## config.mk

```make
export PLATFORM = sky130hd
export DESIGN_NAME = txpk_top
export DESIGN_NICKNAME = d
export VERILOG_FILES = /design/src/rtl/txpk_pkg.sv /design/src/rtl/txpk_ctrl.sv /design/src/rtl/txpk_store.sv /design/src/rtl/txpk_rdmux.sv /design/src/rtl/txpk_top.sv
export SDC_FILE = /design/constraint.sdc
export NUM_CORES = 1
export LEC_CHECK = 0
export BUFFER_PORTS_ARGS = -buffer_cell sky130_fd_sc_hd__buf_2
export CAP_MARGIN = 20
export CORE_ASPECT_RATIO = 1.2
export CORE_MARGIN = 5
export CORE_UTILIZATION = 45
export CTS_CLUSTER_DIAMETER = 30
export DETAILED_ROUTE_END_ITERATION = 8
export HOLD_SLACK_MARGIN = 0.06
export MAX_ROUTING_LAYER = met4
export PLACE_DENSITY = 0.69
export SYNTH_ARGS = -nofsm -noshare
export SYNTH_HDL_FRONTEND = slang
export SYNTH_HIERARCHICAL = 1
export SYNTH_SLANG_ARGS = --single-unit
```

## constraint.sdc

```tcl
create_clock -name clk -period 2.3 [get_ports clk]
set_input_delay 0.115 -clock clk [delete_from_list [all_inputs] [get_ports clk]]
set_output_delay 0.115 -clock clk [all_outputs]
set_load 0.02 [all_outputs]
```

## src/rtl/txpk_pkg.sv

```systemverilog
package txpk_pkg;

    localparam int BYTE_W = 8;
    localparam int WORD_W = 16;

    // one byte travelling from the control path into the word bank
    typedef struct packed {
        logic              hit;
        logic              hi;
        logic [BYTE_W-1:0] data;
    } lane_wr_t;

    typedef enum logic [1:0] {
        CV_IDLE   = 2'd0,
        CV_TAKE   = 2'd1,
        CV_REJECT = 2'd2
    } cnt_verdict_e;

    // decide what a count write does this cycle
    function automatic cnt_verdict_e judge_count(
        input logic        wr,
        input logic        mode,
        input logic        busy,
        input int unsigned value,
        input int unsigned limit
    );
        if (!wr || !mode)
            return CV_IDLE;
        if (busy || value == 0 || value > limit)
            return CV_REJECT;
        return CV_TAKE;
    endfunction

    // even byte positions fill the low half, odd ones the high half
    function automatic logic upper_half(input int unsigned pos);
        return pos[0];
    endfunction

endpackage

```

## src/rtl/txpk_ctrl.sv

```systemverilog
module txpk_ctrl
    import txpk_pkg::*;
#(
    parameter int NUM_WORDS = 9
) (
    input  logic                                 clk,
    input  logic                                 rst,
    input  logic                                 mode,
    input  logic                                 cnt_wr,
    input  logic [$clog2(2*NUM_WORDS+1)-1:0]     cnt_val,
    input  logic                                 dma_ack_n,
    input  logic                                 dma_wr,
    input  logic [BYTE_W-1:0]                    dma_data,
    input  logic                                 irq_mask,
    input  logic                                 flag_clr,
    output logic                                 busy,
    output logic                                 irq,
    output logic                                 err,
    output lane_wr_t                             lane,
    output logic [NUM_WORDS-1:0]                 word_sel
);

    localparam int NBYTES = 2 * NUM_WORDS;
    localparam int CW     = $clog2(NBYTES + 1);
    localparam int PW     = $clog2(NBYTES);

    logic [CW-1:0] left_q;
    logic [PW-1:0] ptr_q;
    logic          busy_q;
    logic          done_q;
    logic          err_q;
    logic          irq_q;

    cnt_verdict_e  verdict;
    logic          take_byte;
    logic          last_byte;
    logic          done_next;
    logic          err_next;

    always_comb begin
        verdict   = judge_count(cnt_wr, mode, busy_q, 32'(cnt_val), NBYTES);
        take_byte = busy_q && mode && dma_wr && !dma_ack_n;
        last_byte = take_byte && (left_q == CW'(1));

        if (last_byte)
            done_next = 1'b1;
        else if (flag_clr || verdict == CV_TAKE)
            done_next = 1'b0;
        else
            done_next = done_q;

        if (verdict == CV_REJECT)
            err_next = 1'b1;
        else if (flag_clr)
            err_next = 1'b0;
        else
            err_next = err_q;
    end

    always_ff @(posedge clk) begin
        if (rst) begin
            left_q <= '0;
            ptr_q  <= '0;
            busy_q <= 1'b0;
            done_q <= 1'b0;
            err_q  <= 1'b0;
            irq_q  <= 1'b0;
        end else begin
            done_q <= done_next;
            err_q  <= err_next;
            irq_q  <= done_next && !irq_mask;
            if (verdict == CV_TAKE) begin
                busy_q <= 1'b1;
                left_q <= cnt_val;
                ptr_q  <= '0;
            end else if (take_byte) begin
                left_q <= left_q - CW'(1);
                ptr_q  <= ptr_q + PW'(1);
                if (last_byte)
                    busy_q <= 1'b0;
            end
        end
    end

    always_comb begin
        lane.hit  = take_byte;
        lane.hi   = upper_half(32'(ptr_q));
        lane.data = dma_data;
    end

    for (genvar gi = 0; gi < NUM_WORDS; gi++) begin : g_sel
        assign word_sel[gi] = take_byte && (ptr_q[PW-1:1] == (PW-1)'(gi));
    end

    assign busy = busy_q;
    assign irq  = irq_q;
    assign err  = err_q;

endmodule

```

## src/rtl/txpk_store.sv

```systemverilog
module txpk_store
    import txpk_pkg::*;
#(
    parameter int NUM_WORDS = 9
) (
    input  logic                          clk,
    input  logic                          rst,
    input  lane_wr_t                      lane,
    input  logic [NUM_WORDS-1:0]          word_sel,
    output logic [NUM_WORDS*WORD_W-1:0]   word_bus
);

    for (genvar gi = 0; gi < NUM_WORDS; gi++) begin : g_word
        logic [BYTE_W-1:0] lo_q;
        logic [BYTE_W-1:0] hi_q;

        always_ff @(posedge clk) begin
            if (rst) begin
                lo_q <= '0;
                hi_q <= '0;
            end else if (word_sel[gi] && lane.hit) begin
                if (lane.hi)
                    hi_q <= lane.data;
                else
                    lo_q <= lane.data;
            end
        end

        assign word_bus[gi*WORD_W +: WORD_W] = {hi_q, lo_q};
    end

endmodule

```

## src/rtl/txpk_rdmux.sv

```systemverilog
module txpk_rdmux
    import txpk_pkg::*;
#(
    parameter int NUM_WORDS = 9,
    parameter int AW        = 4
) (
    input  logic [NUM_WORDS*WORD_W-1:0]   word_bus,
    input  logic [AW-1:0]                 addr,
    output logic [WORD_W-1:0]             rdata
);

    always_comb begin
        rdata = '0;
        for (int i = 0; i < NUM_WORDS; i++) begin
            if (addr == AW'(i))
                rdata = word_bus[i*WORD_W +: WORD_W];
        end
    end

endmodule

```

## src/rtl/txpk_top.sv

```systemverilog
module txpk_top
    import txpk_pkg::*;
#(
    parameter int NUM_WORDS = 9,
    localparam int CW = $clog2(2*NUM_WORDS + 1),
    localparam int AW = $clog2(NUM_WORDS)
) (
    input  logic                 clk,
    input  logic                 rst,
    input  logic                 cfg_dma_mode,
    input  logic                 cnt_wr,
    input  logic [CW-1:0]        cnt_wdata,
    output logic                 dma_req,
    input  logic                 dma_ack_n,
    input  logic                 dma_wr,
    input  logic [BYTE_W-1:0]    dma_wdata,
    input  logic [AW-1:0]        cpu_addr,
    output logic [WORD_W-1:0]    cpu_rdata,
    output logic                 tx_busy,
    input  logic                 irq_mask,
    output logic                 irq,
    output logic                 err,
    input  logic                 flag_clr
);

    lane_wr_t                      lane;
    logic [NUM_WORDS-1:0]          word_sel;
    logic [NUM_WORDS*WORD_W-1:0]   word_bus;
    logic                          busy;

    txpk_ctrl #(.NUM_WORDS(NUM_WORDS)) u_ctrl (
        .clk       (clk),
        .rst       (rst),
        .mode      (cfg_dma_mode),
        .cnt_wr    (cnt_wr),
        .cnt_val   (cnt_wdata),
        .dma_ack_n (dma_ack_n),
        .dma_wr    (dma_wr),
        .dma_data  (dma_wdata),
        .irq_mask  (irq_mask),
        .flag_clr  (flag_clr),
        .busy      (busy),
        .irq       (irq),
        .err       (err),
        .lane      (lane),
        .word_sel  (word_sel)
    );

    txpk_store #(.NUM_WORDS(NUM_WORDS)) u_store (
        .clk      (clk),
        .rst      (rst),
        .lane     (lane),
        .word_sel (word_sel),
        .word_bus (word_bus)
    );

    txpk_rdmux #(.NUM_WORDS(NUM_WORDS), .AW(AW)) u_rdmux (
        .word_bus (word_bus),
        .addr     (cpu_addr),
        .rdata    (cpu_rdata)
    );

    assign dma_req = busy;
    assign tx_busy = busy;

endmodule

```

==> results of run 1 <==
what timing repair did:
item	CTS	global route
hold endpoints to repair	7	0
resized for setup	0	0
buffers inserted	0	0
hold buffers	8	0
per-stage QoR:
step | hold slack [ps] | instance area [um2] | setup slack, ps
5_1_grt | 145.5 | 9076 | 136.6
6_report | 100.9 | 9076 | 271.5
3_5_place_dp | 287.6 | 8325 | 347.2
3_3_place_gp | 285.1 | 8325 | 360.2
2_1_floorplan | 184.7 | 8011 | 355.2
4_1_cts | 103.7 | 9076 | 256.6
power by group through the flow:
stage          Clock, W  Sequential (W)  Combinational, W
2_1_floorplan         0         0.00281          0.000297
3_3_place_gp          0         0.00281          0.000412
3_5_place_dp          0         0.00281          0.000412
4_1_cts         0.00324         0.00275          0.000425
5_1_grt         0.00336         0.00275          0.000454
6_report        0.00320         0.00275          0.000426
state kept, by name, summed over array words and instances (netlist names):
name                 cells
u_ctrl/busy              1
u_ctrl/done_q            1
u_ctrl/err               1
u_ctrl/irq               1
u_ctrl/left_q            5
u_ctrl/ptr_q             5
u_store/g_word.hi_q     72
u_store/g_word.lo_q     72
cells by family after synthesis:
logic type / share of synthesized area
AO/OA/AOI/OAI: 0.1092
XOR/XNOR: 0.006559
adder cells (fa/ha/maj): 0.004686
buffers and inverters: 0.06544
flip-flops: 0.3948
multiplexers: 0.2069
AND/OR/NAND/NOR: 0.2124
worst max-delay path: cells and delay by family, from the launching register on:
family,cells,cell delay [ps]
and+or+nand+nor,4,1320
DFF,1,380
muxes,1,210
final cells by class:
class / instances / area (um2) / area share
multi-input combinational: 571 / 4324 / 0.4764
timing repair buffer: 89 / 605.6 / 0.06672
clock buffer: 21 / 460.4 / 0.05073
inverter: 10 / 37.54 / 0.004136
tap: 220 / 275.3 / 0.03033
clock inverter: 10 / 210.2 / 0.02316
sequential: 158 / 3163 / 0.3485
layer usage:
| metal | global-route usage | vias to the layer above |
|---|---|---|
| met4 | 0.08819 | 0 |
| met2 | 0.3449 | 150 |
| met5 | - | - |
| met1 | 0.2545 | 2951 |
| met3 | 0.03613 | 45 |
| li1 | - | 2896 |
final timing paths:
check,startpoint,end,depth (start not counted)
min,flag_clr,u_ctrl/done_q$_SDFF_PP0_,4
max,u_ctrl/busy$_SDFFE_PP0P_,u_store/g_word[0].hi_q[7]$_SDFFE_PP0P_,5
max reg2reg,u_ctrl/busy$_SDFFE_PP0P_,u_store/g_word[0].hi_q[7]$_SDFFE_PP0P_,5
min reg2reg,u_store/g_word[6].lo_q[2]$_SDFFE_PP0P_,u_store/g_word[6].lo_q[2]$_SDFFE_PP0P_,2
placed cells by master (no fill, tap or decap), types with 3 or more instances in the layout:
master,Yosys,layout
dfxtp_1,158,158
ha_1,3,3
clkinvlp_4,0,4
a22oi_1,11,11
inv_1,8,8
nand3b_1,11,11
a21oi_1,42,42
clkbuf_16,0,17
nor3_1,5,5
o21ai_0,8,8
nand2b_1,168,168
nor2_1,32,32
bufinv_16,0,6
mux2_2,11,11
a2bb2oi_1,24,24
o22ai_1,3,3
nand3_2,9,9
dlygate4sd3_1,0,8
buf_2,34,43
a211oi_1,6,6
mux2i_1,151,151
and3b_1,3,3
a32oi_1,6,6
o311ai_1,11,11
nand2_1,21,21
xor2_1,4,4
buf_4,17,36
==> impl_metrics.prom, run 1 <==
# TYPE chip_impl_metric gauge
chip_impl_info{name="cts_tree",value="yes"} 1
chip_impl_metric{name="route.detailed.wl_per_inst",unit="um"} 19.37
chip_impl_info{name="outcome",value="complete, no violations"} 1
chip_impl_metric{name="num_rows",unit=""} 53
chip_impl_metric{name="grt.total_usage",unit=""} 0.2094
chip_impl_metric{name="cp_data_arrival_time",unit="ps"} 2330
chip_impl_metric{name="finalWorstPathRequiredPeriod",unit="ps"} 2029
chip_impl_info{name="critPathLaunchType",value="flop"} 1
chip_impl_metric{name="p_int",unit="W"} 0.005004
chip_impl_metric{name="power_leakage",unit="nW"} 4.182
chip_impl_metric{name="synth_async_sr_flop_share",unit=""} 0
chip_impl_metric{name="dp_hpwl",unit="mm"} 13.85
chip_impl_metric{name="fraction_of_layout_instances_using_a_drive_strength_above_1",unit=""} 0.1653
chip_impl_metric{name="dieHeight",unit="um"} 156.2
chip_impl_metric{name="cts-buffers-inserted",unit=""} 17
chip_impl_metric{name="yosys_warnings",unit=""} 6
chip_impl_info{name="critical-path-slowest-cell",value="or3_1"} 1
chip_impl_metric{name="yosys_register_bits",unit=""} 158
chip_impl_metric{name="numClockSinks",unit=""} 158
chip_impl_metric{name="dr.first_iter.drc_count",unit=""} 482
chip_impl_metric{name="antenna_cells",unit=""} 0
chip_impl_metric{name="place_congestion",unit=""} 0.8762
chip_impl_metric{name="hold_viol",unit=""} 0
chip_impl_metric{name="totalNegativeSetupSlack",unit="ps"} 0
chip_impl_metric{name="design.core.area",unit="um2"} 17510
chip_impl_metric{name="number_of_nets_produced_by_synthesis",unit=""} 849
chip_impl_metric{name="r2r_setup_slk",unit="ps"} 270
chip_impl_info{name="crit_path_cell_trace",value="nand4b_1 > or3_1 > nor3_1 > nand3_2 > mux2i_1"} 1
chip_impl_metric{name="wl_met2",unit="mm"} 10.07
chip_impl_metric{name="timing.critical_path.slowest_cell_delay",unit="ps"} 430
chip_impl_metric{name="via_per_inst",unit=""} 5.600
chip_impl_metric{name="max_slew_margin",unit=""} 0.6021
chip_impl_info{name="worst-setup-path-type",value="flop to flop"} 1
chip_impl_metric{name="power_density",unit="nW/um2"} 702.4
chip_impl_metric{name="timing.clock.skew",unit="ps"} 6.965
chip_impl_info{name="post-synth-top-area-cell",value="dfxtp_1"} 1
chip_impl_metric{name="critPathMaxFanout",unit=""} 8
chip_impl_metric{name="placement.io_buffers",unit=""} 44
chip_impl_metric{name="syn_to_final_growth",unit="%"} 13.29
chip_impl_info{name="min-delay-path-class",value="primary input to flop"} 1
chip_impl_metric{name="p_switching",unit="W"} 0.001371
chip_impl_metric{name="die-width",unit="um"} 131.8
chip_impl_metric{name="initial_core_util",unit=""} 0.4576
chip_impl_metric{name="route.layer.met1.wl",unit="mm"} 9.290
chip_impl_info{name="yosys-top-cells-count",value="168 x nand2b_1, 158 x dfxtp_1, 151 x mux2i_1, 42 x a21oi_1, 34 x buf_2"} 1
chip_impl_metric{name="number_of_slew_limit_violations_in_the_final_report",unit=""} 0
chip_impl_metric{name="fmaxAchievable",unit="MHz"} 493.0
chip_impl_metric{name="synth_area_per_cell",unit="um2"} 9.758
chip_impl_metric{name="cts_buffer_depth",unit=""} 2
chip_impl_metric{name="grt.overflow.total",unit=""} 0
chip_impl_metric{name="post_synth_inst_count",unit=""} 821
chip_impl_metric{name="layout_worst_path_cycle_share",unit=""} 0.8820
chip_impl_metric{name="synth-edff-count",unit=""} 0
chip_impl_metric{name="ys_types",unit=""} 62
chip_impl_info{name="synthTopCellsByArea",value="dfxtp_1 39%, mux2i_1 19%, nand2b_1 13%"} 1
chip_impl_metric{name="nFillCells",unit=""} 1621
chip_impl_metric{name="route.vias.total",unit=""} 6042
chip_impl_metric{name="layoutNonFillerInstCount",unit=""} 1079
chip_impl_metric{name="power.switching_fraction",unit=""} 0.2151
chip_impl_metric{name="power_frac_seq",unit=""} 0.431
chip_impl_metric{name="count_of_antenna_violating_nets_left_after_detailed_routing",unit=""} 0
chip_impl_metric{name="routed-wl-met3",unit="um"} 810
chip_impl_info{name="maxUsedRoutingLayer",value="met4"} 1
chip_impl_metric{name="cap_viol_max_count",unit=""} 0
chip_impl_metric{name="clkLatencyLatePin",unit="ps"} 430
chip_impl_metric{name="required",unit="ps"} 2600
chip_impl_metric{name="worst_pin_slew",unit="ps"} 596.0
chip_impl_metric{name="worst_ir_drop_vdd",unit="V"} 0.0006030
chip_impl_metric{name="ioPinCount",unit=""} 45
chip_impl_metric{name="grt_pass1_vias",unit=""} 6043
chip_impl_info{name="clk_tree_root_cell",value="clkbuf_16"} 1
chip_impl_metric{name="clock_tree.htree_level_count",unit=""} 4
chip_impl_metric{name="drc_errors",unit=""} 0
chip_impl_metric{name="synth_area",unit="um2"} 8011
chip_impl_info{name="synth-main-ff-cell",value="dfxtp_1"} 1
chip_impl_metric{name="sequential_area_share_after_synthesis",unit=""} 0.3948
chip_impl_metric{name="share_comb_of_total_power",unit=""} 0.067
chip_impl_info{name="grt_setup_unrepaired",value="false"} 1
chip_impl_metric{name="die-area",unit="um2"} 20580
chip_impl_metric{name="finalSetupViolCount",unit=""} 0
chip_impl_metric{name="postRouteWirelength",unit="mm"} 20.90
chip_impl_info{name="synthMostInstantiatedCell",value="nand2b_1"} 1
chip_impl_metric{name="total_power",unit="W"} 0.006375
chip_impl_metric{name="fin_util",unit=""} 0.5184
chip_impl_metric{name="final_nets",unit=""} 875
chip_impl_info{name="endpoint_kind",value="flop"} 1
chip_impl_metric{name="grt_start_max_net_pins",unit=""} 98
chip_impl_metric{name="cts.reportedPaths.clkPinSlew",unit="ps"} 60
chip_impl_metric{name="global_route_wire_length_before_repair",unit="mm"} 33.13
chip_impl_metric{name="share_clk_of_total_power",unit=""} 0.502
chip_impl_metric{name="antenna_found_initial",unit=""} 0
chip_impl_metric{name="placed_cells",unit=""} 1040
chip_impl_metric{name="drtPass1Iterations",unit=""} 5
chip_impl_metric{name="post-synth-top-area-fraction",unit=""} 0.3948
Power figures use the tool's default switching activity.
==> run 2, diff against run 1 <==
--- a/config.mk
+++ b/config.mk
@@ -7,14 +7,16 @@
 export LEC_CHECK = 0
 export BUFFER_PORTS_ARGS = -buffer_cell sky130_fd_sc_hd__buf_2
 export CAP_MARGIN = 20
+export CELL_PAD_IN_SITES_DETAIL_PLACEMENT = 0
+export CELL_PAD_IN_SITES_GLOBAL_PLACEMENT = 2
 export CORE_ASPECT_RATIO = 1.2
 export CORE_MARGIN = 5
-export CORE_UTILIZATION = 45
+export CORE_UTILIZATION = 40
 export CTS_CLUSTER_DIAMETER = 30
 export DETAILED_ROUTE_END_ITERATION = 8
 export HOLD_SLACK_MARGIN = 0.06
 export MAX_ROUTING_LAYER = met4
-export PLACE_DENSITY = 0.69
+export PLACE_DENSITY = 0.87
 export SYNTH_ARGS = -nofsm -noshare
 export SYNTH_HDL_FRONTEND = slang
 export SYNTH_HIERARCHICAL = 1
==> constraint.sdc (replaced) <==
create_clock -name clk -period 1.91 [get_ports clk]
set_input_delay 0.0955 -clock clk [delete_from_list [all_inputs] [get_ports clk]]
set_output_delay 0.0955 -clock clk [all_outputs]
set_load 0.02 [all_outputs]
==> impl_metrics.prom, run 2 (synthesis results as in run 1) <==
# TYPE chip_impl_metric gauge
chip_impl_metric{name="placement.io_buffers",unit=""} 44
chip_impl_metric{name="worst_ir_drop_vdd",unit="V"} 0.0006342
chip_impl_metric{name="layoutNonFillerInstCount",unit=""} 1144
chip_impl_metric{name="drtPass1Iterations",unit=""} 5
chip_impl_metric{name="antenna_found_initial",unit=""} 0
chip_impl_metric{name="required",unit="ps"} 1810
chip_impl_metric{name="finalWorstPathRequiredPeriod",unit="ps"} 1886
chip_impl_metric{name="post-route-cell-area",unit="um2"} 9478
chip_impl_metric{name="fmaxAchievable",unit="MHz"} 530.3
chip_impl_info{name="biggestRegsByFlops",value="u_store/g_word.hi_q x72, u_store/g_word.lo_q x72"} 1
chip_impl_metric{name="cp_data_arrival_time",unit="ps"} 1790
chip_impl_info{name="worst-setup-path-type",value="flop to output port"} 1
chip_impl_metric{name="number_of_slew_limit_violations_in_the_final_report",unit=""} 0
chip_impl_metric{name="worst_pin_slew",unit="ps"} 542.9
chip_impl_info{name="endpoint_kind",value="output port"} 1
chip_impl_metric{name="power_density",unit="nW/um2"} 760.0
chip_impl_metric{name="grt.overflow.total",unit=""} 0
chip_impl_metric{name="drc_errors",unit=""} 0
chip_impl_metric{name="syn_to_final_growth",unit="%"} 18.30
chip_impl_info{name="min-delay-path-class",value="primary input to flop"} 1
chip_impl_metric{name="grt.total_usage",unit=""} 0.1926
chip_impl_metric{name="hold_viol",unit=""} 0
chip_impl_info{name="setup.worst_path.start",value="u_store/g_word[0].hi_q[4]$_SDFFE_PP0P_"} 1
chip_impl_metric{name="dr.first_iter.drc_count",unit=""} 305
chip_impl_info{name="min_from",value="flag_clr"} 1
chip_impl_metric{name="final_nets",unit=""} 901
chip_impl_info{name="timing.rr.start",value="u_ctrl/busy$_SDFFE_PP0P_"} 1
chip_impl_metric{name="design.core.area",unit="um2"} 19620
chip_impl_metric{name="num_rows",unit=""} 56
chip_impl_info{name="clk_tree_root_cell",value="clkbuf_16"} 1
chip_impl_metric{name="fraction_of_layout_instances_using_a_drive_strength_above_1",unit=""} 0.2220
chip_impl_metric{name="max_slew_margin",unit=""} 0.6359
chip_impl_metric{name="via_per_inst",unit=""} 5.191
chip_impl_info{name="outcome",value="complete, no violations"} 1
chip_impl_metric{name="seq_area",unit="um2"} 3168
chip_impl_metric{name="cts_buffer_depth",unit=""} 2
chip_impl_metric{name="timing.clock.skew",unit="ps"} 10.46
chip_impl_metric{name="global_route_wire_length_before_repair",unit="mm"} 33.69
chip_impl_metric{name="ioPinCount",unit=""} 45
chip_impl_metric{name="count_of_antenna_violating_nets_left_after_detailed_routing",unit=""} 0
chip_impl_metric{name="clock_tree.htree_level_count",unit=""} 4
chip_impl_info{name="layout.cells.most_common_list",value="168 x nand2b_1, 154 x dfxtp_1, 150 x mux2i_1"} 1
chip_impl_info{name="cts_tree",value="yes"} 1
chip_impl_metric{name="die-width",unit="um"} 139.2
chip_impl_metric{name="die-area",unit="um2"} 22970
chip_impl_metric{name="grt_start_max_net_pins",unit=""} 65
chip_impl_metric{name="route.vias.total",unit=""} 5939
chip_impl_metric{name="cap_viol_max_count",unit=""} 0
chip_impl_info{name="critPathLaunchType",value="flop"} 1
chip_impl_metric{name="multi_input_comb_area",unit="um2"} 4501
chip_impl_metric{name="power_leakage",unit="nW"} 4.328
chip_impl_metric{name="finalSetupViolCount",unit=""} 0
chip_impl_metric{name="route.detailed.wl_per_inst",unit="um"} 18.47
chip_impl_info{name="grt_setup_unrepaired",value="true"} 1
chip_impl_metric{name="antenna_cells",unit=""} 0
chip_impl_metric{name="critPathMaxFanout",unit=""} 2
chip_impl_info{name="layout.cells.most_common",value="nand2b_1"} 1
chip_impl_metric{name="placed_cell_area",unit="um2"} 8613
chip_impl_metric{name="fin_util",unit=""} 0.4831
chip_impl_metric{name="cts.reportedPaths.clkPinSlew",unit="ps"} 60
chip_impl_metric{name="cts-buffers-inserted",unit=""} 17
chip_impl_metric{name="grt_pass1_vias",unit=""} 5991
chip_impl_metric{name="nFillCells",unit=""} 1903
chip_impl_metric{name="postRouteWirelength",unit="mm"} 21.13
chip_impl_metric{name="clkLatencyLatePin",unit="ps"} 430
chip_impl_metric{name="placed_cells",unit=""} 1104
chip_impl_metric{name="place_congestion",unit=""} 0.8220
chip_impl_metric{name="worst_hold_slack_after_final_layout",unit="ps"} 72.57
chip_impl_metric{name="numClockSinks",unit=""} 158
chip_impl_metric{name="dieHeight",unit="um"} 165.0
chip_impl_metric{name="initial_core_util",unit=""} 0.4084
chip_impl_metric{name="layout_worst_path_cycle_share",unit=""} 0.9872
chip_impl_metric{name="dp_hpwl",unit="mm"} 14.18
## run 2: cell types whose count changed in the layout (fill, tap and decap cells not counted), sizes merged
| cell | change |
|---|---|
| clkinvlp | -3 |
| buf | +25 |
| dlygate4sd3 | +1 |
| bufinv | -4 |
| clkinv | +3 |
| clkbuf | +2 |
## run 2: final timing paths
check	end	slack, ps	cells past startpoint
max	cpu_rdata[12]	20	5
min	u_ctrl/done_q$_SDFF_PP0_	70	4
max reg2reg	u_store/g_word[1].hi_q[6]$_SDFFE_PP0P_	30	5
min reg2reg	u_store/g_word[0].lo_q[6]$_SDFFE_PP0P_	470	2
## run 2: routing by layer
layer | wire [um] | vias up | share of wire | global-route usage
met5 | 0 | - | 0 | -
met3 | 772 | 25 | 0.037 | 0.04170
met4 | 382 | 0 | 0.018 | 0.06228
met1 | 9650 | 2876 | 0.46 | 0.2348
li1 | - | 2955 | - | -
met2 | 10330 | 83 | 0.49 | 0.3204
## run 2: area by class of cell
| type | instances | area share |
|---|---|---|
| Multi-Input combinational cell | 571 | 0.4749 |
| Tap cell | 261 | 0.03446 |
| Timing Repair Buffer | 115 | 0.09294 |
| Clock inverter | 6 | 0.009109 |
| Inverter | 10 | 0.003960 |
| Clock buffer | 23 | 0.05043 |
| Sequential cell | 158 | 0.3343 |
## run 2: timing repair
| action | CTS | global route |
|---|---|---|
| pin swaps | 2 | 7 |
| cloned | 0 | 0 |
| hold buffers | 9 | 0 |
| endpoints found under the hold margin | 8 | 0 |
| endpoints found under the setup margin | 15 | 100 |
| resized for setup | 16 | 30 |
| setup buffers | 1 | 2 |
## run 2: worst max-delay path, cell delays in order (launching register included)
cell and delay [ps]:
dfxtp_1 340, or3b_4 390, a211oi_2 210, a221oi_2 100, o21ai_4 190, buf_6 140
## run 2: where the power goes
| part | switching (W) | internal (W) | leakage, nW |
|---|---|---|---|
| Clock | 0.00131 | 0.00200 | 0.275 |
| Sequential | 0.00000635 | 0.00330 | 1.27 |
| Combinational | 0.000333 | 0.000250 | 2.78 |
| Total | 0.00165 | 0.00556 | 4.33 |
## run 2: stage by stage
| step | total power [W] | worst slack [ps] | setup TNS, ps |
|---|---|---|---|
| after CTS | 0.007269 | -6.078 | -6.078 |
| final | 0.007203 | 24.37 | 0 |
| after detailed placement | 0.003937 | 7.618 | 0 |
| after global placement | 0.003936 | 25.13 | 0 |
| after floorplan | 0.003743 | 59.55 | 0 |
| after global routing | 0.007461 | -96.58 | -1568 |
